===== src/rtl/pwm_gen_pkg.sv =====
`timescale 1ns/1ps
package pwm_gen_pkg;
  localparam int PRE_W = 4;
  localparam int SEL_W = 2;

  typedef enum logic [1:0] {
    SET_PERIOD  = 2'd0,
    SET_DUTY_HI = 2'd1,
    SET_DUTY_LO = 2'd2,
    SET_PRESC   = 2'd3
  } set_addr_e;

  // last prescaler count before a tick: divide 1, 4, 16, 16
  function automatic logic [PRE_W-1:0] presc_last(input logic [SEL_W-1:0] sel);
    case (sel)
      2'd0:    presc_last = 4'd0;
      2'd1:    presc_last = 4'd3;
      default: presc_last = 4'd15;
    endcase
  endfunction
endpackage


===== src/rtl/pwm_gen_regs.sv =====
`timescale 1ns/1ps
module pwm_gen_regs
  import pwm_gen_pkg::*;
#(
  parameter int TMR_W  = 8,
  parameter int FRAC_W = 2
) (
  input  logic                    clk,
  input  logic                    rst,
  input  logic                    wr_en,
  input  logic [1:0]              wr_addr,
  input  logic [TMR_W-1:0]        wr_data,
  output logic [TMR_W-1:0]        period_q,
  output logic [TMR_W+FRAC_W-1:0] duty_q,
  output logic [SEL_W-1:0]        sel_q
);
  always_ff @(posedge clk) begin
    if (rst) begin
      period_q <= '0;
      duty_q   <= '0;
      sel_q    <= '0;
    end else if (wr_en) begin
      case (set_addr_e'(wr_addr))
        SET_PERIOD:  period_q <= wr_data;
        SET_DUTY_HI: duty_q[TMR_W+FRAC_W-1:FRAC_W] <= wr_data;
        SET_DUTY_LO: duty_q[FRAC_W-1:0] <= wr_data[FRAC_W-1:0];
        default:     sel_q <= wr_data[SEL_W-1:0];
      endcase
    end
  end
endmodule


===== src/rtl/pwm_gen_presc.sv =====
`timescale 1ns/1ps
module pwm_gen_presc
  import pwm_gen_pkg::*;
(
  input  logic             clk,
  input  logic             rst,
  input  logic             en,
  input  logic [SEL_W-1:0] sel,
  output logic             tick
);
  logic [PRE_W-1:0] pre_cnt;
  logic [PRE_W-1:0] last;

  assign last = presc_last(sel);
  // >= keeps a select change from stranding the counter above its new limit
  assign tick = en && (pre_cnt >= last);

  always_ff @(posedge clk) begin
    if (rst)       pre_cnt <= '0;
    else if (tick) pre_cnt <= '0;
    else if (en)   pre_cnt <= pre_cnt + 1'b1;
  end

  AST_PRE_HOLD: assert property (@(posedge clk) disable iff (rst)
    !en |=> $stable(pre_cnt));
endmodule


===== src/rtl/pwm_gen_timebase.sv =====
`timescale 1ns/1ps
module pwm_gen_timebase #(
  parameter int TMR_W  = 8,
  parameter int FRAC_W = 2,
  localparam int CW    = TMR_W + FRAC_W
) (
  input  logic             clk,
  input  logic             rst,
  input  logic             en,
  input  logic             tick,
  input  logic [TMR_W-1:0] period,
  output logic [CW-1:0]    cnt_q,
  output logic [CW-1:0]    cnt_nxt,
  output logic             wrap
);
  logic [TMR_W-1:0]  tmr;
  logic [FRAC_W-1:0] frac;

  assign tmr  = cnt_q[CW-1:FRAC_W];
  assign frac = cnt_q[FRAC_W-1:0];
  // >= ends the period at once if the limit was lowered below the timer
  assign wrap    = tick && (tmr >= period) && (&frac);
  assign cnt_nxt = wrap ? '0 : cnt_q + 1'b1;

  always_ff @(posedge clk) begin
    if (rst)       cnt_q <= '0;
    else if (tick) cnt_q <= cnt_nxt;
  end

  AST_WRAP_RESTART: assert property (@(posedge clk) disable iff (rst)
    wrap |=> (cnt_q == '0));
  AST_TIMER_HOLD: assert property (@(posedge clk) disable iff (rst)
    !en |=> $stable(cnt_q));
endmodule


===== src/rtl/pwm_gen_output.sv =====
`timescale 1ns/1ps
module pwm_gen_output #(
  parameter int DUTY_W = 10
) (
  input  logic              clk,
  input  logic              rst,
  input  logic              en,
  input  logic              tick,
  input  logic              wrap,
  input  logic [DUTY_W-1:0] cnt_nxt,
  input  logic [DUTY_W-1:0] duty,
  output logic [DUTY_W-1:0] shadow_q,
  output logic              pwm_q
);
  always_ff @(posedge clk) begin
    if (rst) begin
      shadow_q <= '0;
      pwm_q    <= 1'b0;
    end else if (!en) begin
      pwm_q <= 1'b0;
    end else if (wrap) begin
      shadow_q <= duty;
      pwm_q    <= (duty != '0);
    end else if (tick && (cnt_nxt == shadow_q)) begin
      pwm_q <= 1'b0;
    end
  end

  AST_SHADOW_ONLY_AT_WRAP: assert property (@(posedge clk) disable iff (rst)
    !wrap |=> $stable(shadow_q));
  AST_ZERO_NO_SET: assert property (@(posedge clk) disable iff (rst)
    (wrap && (duty == '0)) |=> !pwm_q);
  AST_OFF_LOW: assert property (@(posedge clk) disable iff (rst)
    !en |=> !pwm_q);
  AST_RISE_AT_WRAP: assert property (@(posedge clk) disable iff (rst)
    $rose(pwm_q) |-> $past(wrap));
endmodule


===== src/rtl/pwm_gen.sv =====
`timescale 1ns/1ps
module pwm_gen
  import pwm_gen_pkg::*;
#(
  parameter int TMR_W  = 8,
  parameter int FRAC_W = 2,
  localparam int DUTY_W = TMR_W + FRAC_W
) (
  input  logic              clk,
  input  logic              rst,
  input  logic              en,
  input  logic              wr_en,
  input  logic [1:0]        wr_addr,
  input  logic [TMR_W-1:0]  wr_data,
  output logic              pwm_out,
  output logic [DUTY_W-1:0] duty_shadow,
  output logic [TMR_W-1:0]  timer_value
);
  logic [TMR_W-1:0]  period_q;
  logic [DUTY_W-1:0] duty_q;
  logic [SEL_W-1:0]  sel_q;
  logic              tick;
  logic              wrap;
  logic [DUTY_W-1:0] cnt_q;
  logic [DUTY_W-1:0] cnt_nxt;

  pwm_gen_regs #(.TMR_W(TMR_W), .FRAC_W(FRAC_W)) u_regs (
    .clk(clk), .rst(rst), .wr_en(wr_en), .wr_addr(wr_addr), .wr_data(wr_data),
    .period_q(period_q), .duty_q(duty_q), .sel_q(sel_q)
  );

  pwm_gen_presc u_presc (
    .clk(clk), .rst(rst), .en(en), .sel(sel_q), .tick(tick)
  );

  pwm_gen_timebase #(.TMR_W(TMR_W), .FRAC_W(FRAC_W)) u_tb (
    .clk(clk), .rst(rst), .en(en), .tick(tick), .period(period_q),
    .cnt_q(cnt_q), .cnt_nxt(cnt_nxt), .wrap(wrap)
  );

  pwm_gen_output #(.DUTY_W(DUTY_W)) u_out (
    .clk(clk), .rst(rst), .en(en), .tick(tick), .wrap(wrap),
    .cnt_nxt(cnt_nxt), .duty(duty_q), .shadow_q(duty_shadow), .pwm_q(pwm_out)
  );

  assign timer_value = cnt_q[DUTY_W-1:FRAC_W];
endmodule


===== config.mk =====
export PLATFORM = sky130hd
export DESIGN_NAME = pwm_gen
export DESIGN_NICKNAME = d
export VERILOG_FILES = /design/src/rtl/pwm_gen_pkg.sv /design/src/rtl/pwm_gen_regs.sv /design/src/rtl/pwm_gen_presc.sv /design/src/rtl/pwm_gen_timebase.sv /design/src/rtl/pwm_gen_output.sv /design/src/rtl/pwm_gen.sv
export SDC_FILE = /design/constraint.sdc
export NUM_CORES = 1
export LEC_CHECK = 0
export ABC_AREA = 1
export CAP_MARGIN = 5
export CELL_PAD_IN_SITES_DETAIL_PLACEMENT = 0
export CELL_PAD_IN_SITES_GLOBAL_PLACEMENT = 1
export CORE_UTILIZATION = 45
export CTS_CLUSTER_DIAMETER = 150
export DETAILED_ROUTE_END_ITERATION = 10
export DONT_BUFFER_PORTS = 1
export GPL_TIMING_DRIVEN = 0
export PLACE_DENSITY_LB_ADDON = 0.1
export SKIP_CTS_REPAIR_TIMING = 1
export SYNTH_ARGS = -nofsm -noshare
export SYNTH_HDL_FRONTEND = slang
export SYNTH_SLANG_ARGS = --single-unit

===== constraint.sdc =====
create_clock -name clk -period 2.7 [get_ports clk]
set_input_delay 0.54 -clock clk [delete_from_list [all_inputs] [get_ports clk]]
set_output_delay 0.54 -clock clk [all_outputs]
set_load 0.05 [all_outputs]

==> After elaboration in Yosys (flattened, before gate mapping) <==
Cells that the tools add are included.
{ "op_classes": {"bitwise": 2, "reduce_logical": 17, "eq_ne": 4, "muxes": 4, "n_addsub": 2, "order_cmp": 2} }
{ "op_table": {"columns": ["operator", "count"], "rows": [
  ["AND reduction 2 bit", 6],
  ["adder 10 x 1 -> 10 bit, second input constant", 1],
  ["equality test 10 bit", 1],
  ["2-to-1 mux 10 bit", 1],
  ["nonzero test 10 bit", 1],
  ["greater-or-equal comparator 8 bit", 1],
  ["case mux 4 bit (2 select lines)", 1],
  ["adder 4 x 1 -> 4 bit, second input constant", 1],
  ["equality test 2 x 1 -> 1 bit, second input constant", 2],
  ["greater-or-equal comparator 4 bit", 1],
  ["logical AND 1 bit", 4],
  ["zero test 2 bit", 2],
  ["OR reduction 2 bit", 2],
  ["OR reduction 3 bit", 1],
  ["equality test 2 bit, second input constant", 1],
  ["2-to-1 mux 1 bit", 2],
  ["NOT 1 bit", 2],
  ["nonzero test 2 bit", 1]
]} }
{ "totals": {"reg_bits": 45} }

==> Depth between registers and ports, before layout <==
Gate-level depths: netlist of the first run.
{ "logic_depth": {"word_depth": 11, "depth_mapped": 21} }

==> Modules after synthesis <==
A second synthesis of the first run with hierarchy kept.
{ "hier_totals": {"hier_cells": 412, "hier_area_um2": 2662.6} }
{ "modules_own_cells": {"columns": ["module", "instances", "area_per_inst_um2", "seq_area_each_um2", "cells_each"], "rows": [
  ["pwm_gen_regs", 1, 890.9, 400.4, 133],
  ["pwm_gen_timebase", 1, 860.8, 200.2, 135],
  ["pwm_gen_output", 1, 625.6, 220.2, 106],
  ["pwm_gen_presc", 1, 285.3, 80.1, 38]
]} }

==> Least setup slack after synthesis of the first run <==
No wires, ideal clock.
{ "synth_path": {"path_kind": "reg-to-reg", "start": "reg u_regs.sel_q[1]", "end": "reg u_out.pwm_q", "setup_slack_ns": 0.805, "setup_ns": 0.123, "stages_incl_launch_ff": 18, "synth_period_minus_slack_ns": 1.895, "t_arrival_ns": 1.772, "n_path_buf": 1, "required_ns": 2.577, "cell_sequence": "dfxtp_1 inv_1 ha_1 a21oi_2 nand3_2 nand2_4 nor2_4 nand2_2 buf_6 nand2_1 nand2_1 nand2_1 nor2_1 nand2_1 nor2_1 nand2_1 nand2_1 a21oi_2"} }
{ "synth_via": {"elab_chain_cells": 10, "word_cells_on_any_way": 12, "classes_between": "order compare (1); eq/ne (2); mux (3); reduce/logical (6)"} }
{ "synth_rtl": {"columns": ["element", "line_no", "source"], "rows": [
  ["start, declared", "pwm_gen_regs.sv:15", "output logic [SEL_W-1:0] sel_q"],
  ["start signal, assigned", "pwm_gen_regs.sv:27", "default: sel_q <= wr_data[SEL_W-1:0];"],
  ["equality test 2 x 1 -> 1 bit or zero test 2 bit (tied branches)", "pwm_gen_pkg.sv:15", "case (sel)"],
  ["case mux 4 bit (2 select lines) *", "pwm_gen_pkg.sv:15", null],
  ["greater-or-equal comparator 4 bit *", "pwm_gen_presc.sv:16", "assign tick = en && (pre_cnt >= last);"],
  ["logical AND 1 bit *", "pwm_gen_presc.sv:16", null],
  ["logical AND 1 bit (2 in a row)", "pwm_gen_timebase.sv:22", "assign wrap = tick && (tmr >= period) && (&frac);"],
  ["2-to-1 mux 10 bit", "pwm_gen_timebase.sv:23", "assign cnt_nxt = wrap ? '0 : cnt_q + 1'b1;"],
  ["equality test 10 bit", "pwm_gen_output.sv:24", "end else if (tick && (cnt_nxt == shadow_q)) begin"],
  ["logical AND 1 bit", "pwm_gen_output.sv:24", null],
  ["nonzero test 2 bit (no line)", null, null],
  ["end signal, assigned", "pwm_gen_output.sv:23", "pwm_q <= (duty != '0);"],
  ["end, declared", "pwm_gen_output.sv:13", "output logic pwm_q"]
]} }
Every way passes the cells marked *; elsewhere a longest branch is shown, timed or not.
A chain may end at the register's enable or synchronous reset.

==> Worst setup path in the final report of the first run <==
Ends and elaborated chain as after synthesis.

==> results.json, run 1 <==
{
  "grt_usage_pct": 21.0,
  "ys_seq_area_share_pct": 37.5,
  "finalPower_uw": 1410,
  "gr-total-overflow": 0,
  "fp-row-count": 26,
  "globalplace.congestion": 0.761,
  "worst_clock_skew_ns": 0.00779,
  "area_growth_pct": 8.49,
  "critical_path_arrival_ns": 2.31,
  "hp-class": "input pin to flop",
  "vias_per_cell": 4.88,
  "fin_setup_tns_ns": 0,
  "wl_per_cell_um": 13.0,
  "worst_path_largest_cell_delay_ns": 0.32,
  "die_x_um": 75.1,
  "slew_headroom_pct": 59.2,
  "start_kind": "flop",
  "setup_viol": 0,
  "initial_core_util_pct": 46.8,
  "crit_path_cell_trace": "nor2_1 > inv_1 > ha_1 > nand4_1 > nand3_2 > nand2_4 > nor2_4 > nand2_2 > buf_6 > nand2_2 > xor2_1 > nand2_1 > nor2_1 > nand2_1 > nand2_1 > a21oi_2",
  "cp_common_cell": "nand2_1",
  "remaining_drc_errors": 0,
  "cts_htree_levels": 2,
  "cts_sinks": 45,
  "synthArstFlopShare_pct": 0,
  "firstDrtPassIters": 4,
  "ys.flop_type": "dfxtp_1",
  "synth_cell_types": 33,
  "use_met2_pct": 31.5,
  "clk_pin_slew_ns": 0.08,
  "met3_usage_pct": 6.29,
  "worstPathMaxFanout": 10,
  "rsz0062_at_grt": "no",
  "core_um2": 5140,
  "io_buffers": 0,
  "grt_max_degree": 14,
  "grt_pass1_vias": 1831,
  "hold_viol": 0,
  "path_buf_inv": 2,
  "synth_top_cell_by_area": "dfxtp_1",
  "cp_top_family": "simple AND/OR/NAND/NOR gates",
  "regToRegSetupSlack_ns": 0.58,
  "p_leak_uw": 0.00117,
  "die_h_um": 75.1,
  "grt_pass1_wl_um": 8650,
  "first_iter_violations": 85,
  "top_usage_layer": "met2",
  "dp_hpwl_um": 4250,
  "root_buffer": "clkbuf_8",
  "clockBufferDepth": 2,
  "yosys_register_bits": 45,
  "dieArea_um2": 5640,
  "netlist.area_leader.share_pct": 37.5,
  "p_per_area_nw_per_um2": 541,
  "fmax_mhz": 471,
  "cap_violations": 0,
  "fin_crit_sh_pct": 78.6,
  "finalCriticalPeriod_ns": 2.12,
  "slew_violations": 0,
  "slowest_stage": "dfxtp_1",
  "grt_util_met1_pct": 29.4,
  "wl_um": 5380,
  "cts_made_buffers": 5,
  "synth_edf_count": 0,
  "antenna_left": 0,
  "tightest_slew_ns": 0.611,
  "synth_area_um2": 2400,
  "num_vias": 2009,
  "drive_gt1_share_pct": 10.2,
  "ioPinCount": 33,
  "syn_inst": 334,
  "synth_fp_nets": 362,
  "antenna_found_initial": 0,
  "ir_worst_vdd_mv": 0.252,
  "status": "finished, final reports clean",
  "worst_setup_path_end_kind": "flop",
  "critPathRequiredTime_ns": 2.88,
  "ys_warn_count": 0,
  "synth_area_per_cell_um2": 7.20,
  "worstSkewPairLatency_ns": 0.29,
  "finalNetCount": 369,
  "fillers": 576,
  "synth_area_leaders": "dfxtp_1, nand2_1, ha_1, inv_1, nor2_1",
  "crit_type": "flop to flop",
  "cts_tree": "built",
  "diodes": 0
}
## cell usage after synthesis (3+ instances only)
cell type and instances:
a21oi_1 22, buf_4 9, clkbuf_1 4, clkinv_1 5, dfxtp_1 45, ha_1 14
inv_1 42, inv_2 6, nand2_1 57, nand3_1 12, nand3b_1 3, nor2_1 40
nor3_1 4, o21ai_0 24, o21ai_1 7, o22ai_1 9, xor2_1 10
## logic make-up (layout without fill, tap and decap cells)
family / after synthesis / in the layout / share of synthesized area [%]
fa+ha+maj: 14 / 14 / 7.29
compound gates: 66 / 66 / 14.7
xor+xnor: 10 / 10 / 3.64
simple gates: 128 / 128 / 23.7
mux: 1 / 1 / 0.416
buf+inv: 70 / 78 / 12.8
flops: 45 / 45 / 37.5
## final timing paths
check	startpoint	to	cells after the start
setup / recovery	u_regs.sel_q[1]$_SDFFE_PP0P_	u_out.pwm_q$_SDFFE_PP0P_	16
hold / removal	rst	u_regs.sel_q[0]$_SDFFE_PP0P_	1
setup reg to reg	u_regs.sel_q[1]$_SDFFE_PP0P_	u_out.pwm_q$_SDFFE_PP0P_	16
hold reg to reg	u_regs.period_q[6]$_SDFFE_PP0P_	u_regs.period_q[6]$_SDFFE_PP0P_	2
## worst register-to-register path: stages (launching register included)
cell     delay [ns]
dfxtp_1        0.32
nor2_1         0.14
inv_1          0.06
ha_1           0.27
nand4_1        0.11
nand3_2        0.12
nand2_4        0.08
nor2_4         0.10
nand2_2        0.07
buf_6          0.15
nand2_2        0.07
xor2_1         0.17
nand2_1        0.07
nor2_1         0.10
nand2_1        0.07
nand2_1        0.07
a21oi_2        0.05
## power breakdown
part           internal, µW  switching, µW  total [µW]
combinational          59.1            108         167
sequential              689           29.1         718
clock                   302            224         526
total                  1050            360        1410
## layer usage
| layer | vias up | wire length [µm] |
|---|---|---|
| met2 | 39 | 2320 |
| li1 | 1075 | - |
| met4 | 0 | 27 |
| met3 | 2 | 288 |
| met5 | - | 0 |
| met1 | 893 | 2740 |
## flip-flops by register name, indices dropped and copies added, names as in the netlist
signal and count:
u_out.pwm_q 1, u_out.shadow_q 10, u_presc.pre_cnt 4, u_regs.duty_q 10
u_regs.period_q 8, u_regs.sel_q 2, u_tb.cnt_q 10
## layout make-up
cell class / instances / area (µm²) / share of cell area, %
tap: 70 / 87.6 / 3.36
buffer: 17 / 108 / 4.13
clock buffer: 7 / 86.3 / 3.31
multi-input combinational: 219 / 1200 / 45.9
clock inverter: 1 / 30.0 / 1.15
inverter: 53 / 199 / 7.63
sequential: 45 / 901 / 34.5
## through the flow
stage | hold WS, ns | worst slack, ns | util, % | area, µm² | instances
3_3_place_gp | 0.448 | 0.564 | 48.5 | 2490 | 404
3_5_place_dp | 0.457 | 0.557 | 48.5 | 2490 | 404
6_report | 0.307 | 0.577 | 50.7 | 2610 | 412
5_1_grt | 0.292 | 0.401 | 50.7 | 2610 | 412
2_1_floorplan | 0.433 | 0.805 | - | 2400 | 334
4_1_cts | 0.304 | 0.540 | 50.7 | 2610 | 412
## cell usage in the layout (no fill, tap or decap), types with 2 or more instances in the layout
master | Yosys | routed
nand3b_1 | 3 | 3
inv_1 | 42 | 42
nand2_1 | 57 | 57
nor4_1 | 2 | 2
buf_2 | 2 | 2
buf_4 | 9 | 9
o21ai_1 | 7 | 7
clkbuf_8 | 0 | 6
clkbuf_1 | 4 | 5
xor2_1 | 10 | 10
dfxtp_1 | 45 | 45
nor3_1 | 4 | 4
nand4_1 | 2 | 2
nand2_2 | 2 | 2
nor2_1 | 40 | 40
o22ai_1 | 9 | 9
inv_2 | 6 | 6
clkinv_1 | 5 | 5
nand3_1 | 12 | 12
ha_1 | 14 | 14
a21oi_1 | 22 | 22
o21ai_0 | 24 | 24
a21oi_2 | 2 | 2
No activity file was read; power rests on OpenSTA's default activity.
==> inputs of run 2 (changes only) <==
Settings changed: CORE_UTILIZATION 45 to 41.
Clock period 2.7 ns to 1.8 ns, I/O delays scaled along.
==> results.json, run 2 (synthesis gave the netlist of run 1 again) <==
{
  "hold_slack_ns": 0.114,
  "slew_headroom_pct": 58.5,
  "p_clk_share_pct": 36.7,
  "critPathRequiredTime_ns": 1.99,
  "start_kind": "flop",
  "tightest_slew_ns": 0.622,
  "switching_power_uw": 576,
  "cts_sinks": 45,
  "wl_per_cell_um": 13.5,
  "core_um2": 5570,
  "cts_made_buffers": 5,
  "initial_core_util_pct": 43.1,
  "p_per_area_nw_per_um2": 784,
  "die_h_um": 78.6,
  "grt_usage_pct": 19.7,
  "p_leak_uw": 0.00122,
  "rsz0062_at_grt": "yes",
  "worstPathMaxFanout": 5,
  "reg.largest.list": "u_out.shadow_q x10, u_regs.duty_q x10, u_tb.cnt_q x10",
  "io_buffers": 0,
  "gr-total-overflow": 0,
  "layout_setup_ws_ns": -0.311,
  "root_buffer": "clkbuf_8",
  "wl_um": 5670,
  "dieArea_um2": 6170,
  "vias_per_cell": 4.83,
  "worst_setup_path_end_kind": "flop",
  "setup_viol": 10,
  "finalNetCount": 374,
  "remaining_drc_errors": 0,
  "switching_share_pct": 26.4,
  "diodes": 0,
  "dp_hpwl_um": 4270,
  "area_growth_pct": 15.7,
  "first_iter_violations": 52,
  "hold_viol": 0,
  "clk_pin_slew_ns": 0.09,
  "firstDrtPassIters": 4,
  "grt_pass1_wl_um": 9210,
  "crit_type": "flop to flop",
  "critical_path_arrival_ns": 2.30,
  "hp-class": "input pin to flop",
  "worstSkewPairLatency_ns": 0.30,
  "regToRegSetupSlack_ns": -0.31,
  "final_cell_mix": "nand2_1, inv_1, nor2_1",
  "violations": "setup timing",
  "p_comb_share_pct": 13.7,
  "fp-row-count": 27,
  "num_vias": 2025,
  "cts_tree": "built",
  "place_ws_ns": -0.325,
  "fin_crit_sh_pct": 117,
  "clockBufferDepth": 2,
  "placed_cells": 406,
  "die_x_um": 78.6,
  "finalPower_uw": 2180,
  "globalplace.congestion": 0.728,
  "grt_pass1_vias": 1945,
  "fmax_mhz": 474,
  "antenna_found_initial": 0,
  "finalCoreUtilization_pct": 49.9,
  "grt_max_degree": 14,
  "ir_worst_vdd_mv": 0.415,
  "finalNonFillerCells": 419,
  "antenna_left": 0,
  "slew_violations": 0,
  "fillers": 625,
  "cts_htree_levels": 2,
  "final_common_cell": "nand2_1",
  "power.internal_uw": 1600,
  "finalCriticalPeriod_ns": 2.11,
  "drive_gt1_share_pct": 19.9,
  "worst_clock_skew_ns": 0.00973,
  "ioPinCount": 33,
  "status": "finished, violations left",
  "cap_violations": 0,
  "p_seq_share_pct": 49.5
}
## run 2: changes by cell type in the layout (fill, tap and decap cells not counted), sizes merged
cell / delta
buf: +6
clkbuf: -1
## run 2: path summary, 6_finish.rpt
kind	from	endpoint	cells after the start
min	rst	u_regs.sel_q[0]$_SDFFE_PP0P_	1
max reg2reg	u_regs.sel_q[0]$_SDFFE_PP0P_	u_out.pwm_q$_SDFFE_PP0P_	16
min reg2reg	u_regs.period_q[6]$_SDFFE_PP0P_	u_regs.period_q[6]$_SDFFE_PP0P_	2
max	u_regs.sel_q[0]$_SDFFE_PP0P_	u_out.pwm_q$_SDFFE_PP0P_	16
## run 2: power groups by stage
| stage | Sequential, µW | Clock [µW] | Combinational (µW) |
|---|---|---|---|
| 2_1_floorplan | 1090 | 0 | 204 |
| 5_1_grt | 1080 | 857 | 341 |
| 3_5_place_dp | 1100 | 0 | 255 |
| 6_report | 1080 | 800 | 299 |
| 4_1_cts | 1080 | 823 | 257 |
| 3_3_place_gp | 1100 | 0 | 255 |
## run 2: cell type report
cell class / instances / area, µm² / area share [%]
buffer: 17 / 125 / 4.50
clock buffer: 7 / 86.3 / 3.11
clock inverter: 1 / 30.0 / 1.08
inverter: 53 / 199 / 7.16
multi-input combinational: 219 / 1300 / 46.7
sequential: 45 / 913 / 32.9
tap: 72 / 90.1 / 3.24
timing repair buffer: 5 / 38.8 / 1.40
## run 2: worst max-delay path: stages, from the launching register on
cell and delay (ns):
dfxtp_2 0.34, nor2_4 0.14, inv_2 0.06, ha_4 0.25
nand4_1 0.09, nand3_2 0.11, nand2_4 0.07, nor2_4 0.14
nand2_4 0.08, buf_6 0.14, nand2_2 0.06, xor2_1 0.15
nand2_1 0.06, nor2_1 0.12, nand2_1 0.08, nand2_2 0.06
a21oi_2 0.05
## run 2: metal layers
| metal | global-route usage, % | vias up | part of all wire (%) |
|---|---|---|---|
| li1 | - | 1092 | - |
| met3 | 6.05 | 6 | 4.8 |
| met2 | 30.1 | 30 | 44 |
| met1 | 25.8 | 897 | 50 |
| met4 | 7.41 | 0 | 1.0 |
| met5 | 0 | - | 0 |
## run 2: per-stage QoR
| step | TNS [ns] | cell area [µm²] |
|---|---|---|
| final | -0.592 | 2780 |
| after global routing | -2.01 | 2780 |
| after CTS | -2.74 | 2620 |
| after detailed placement | -2.41 | 2510 |
| after global placement | -2.65 | 2510 |
| after floorplan | -0.0758 | 2420 |
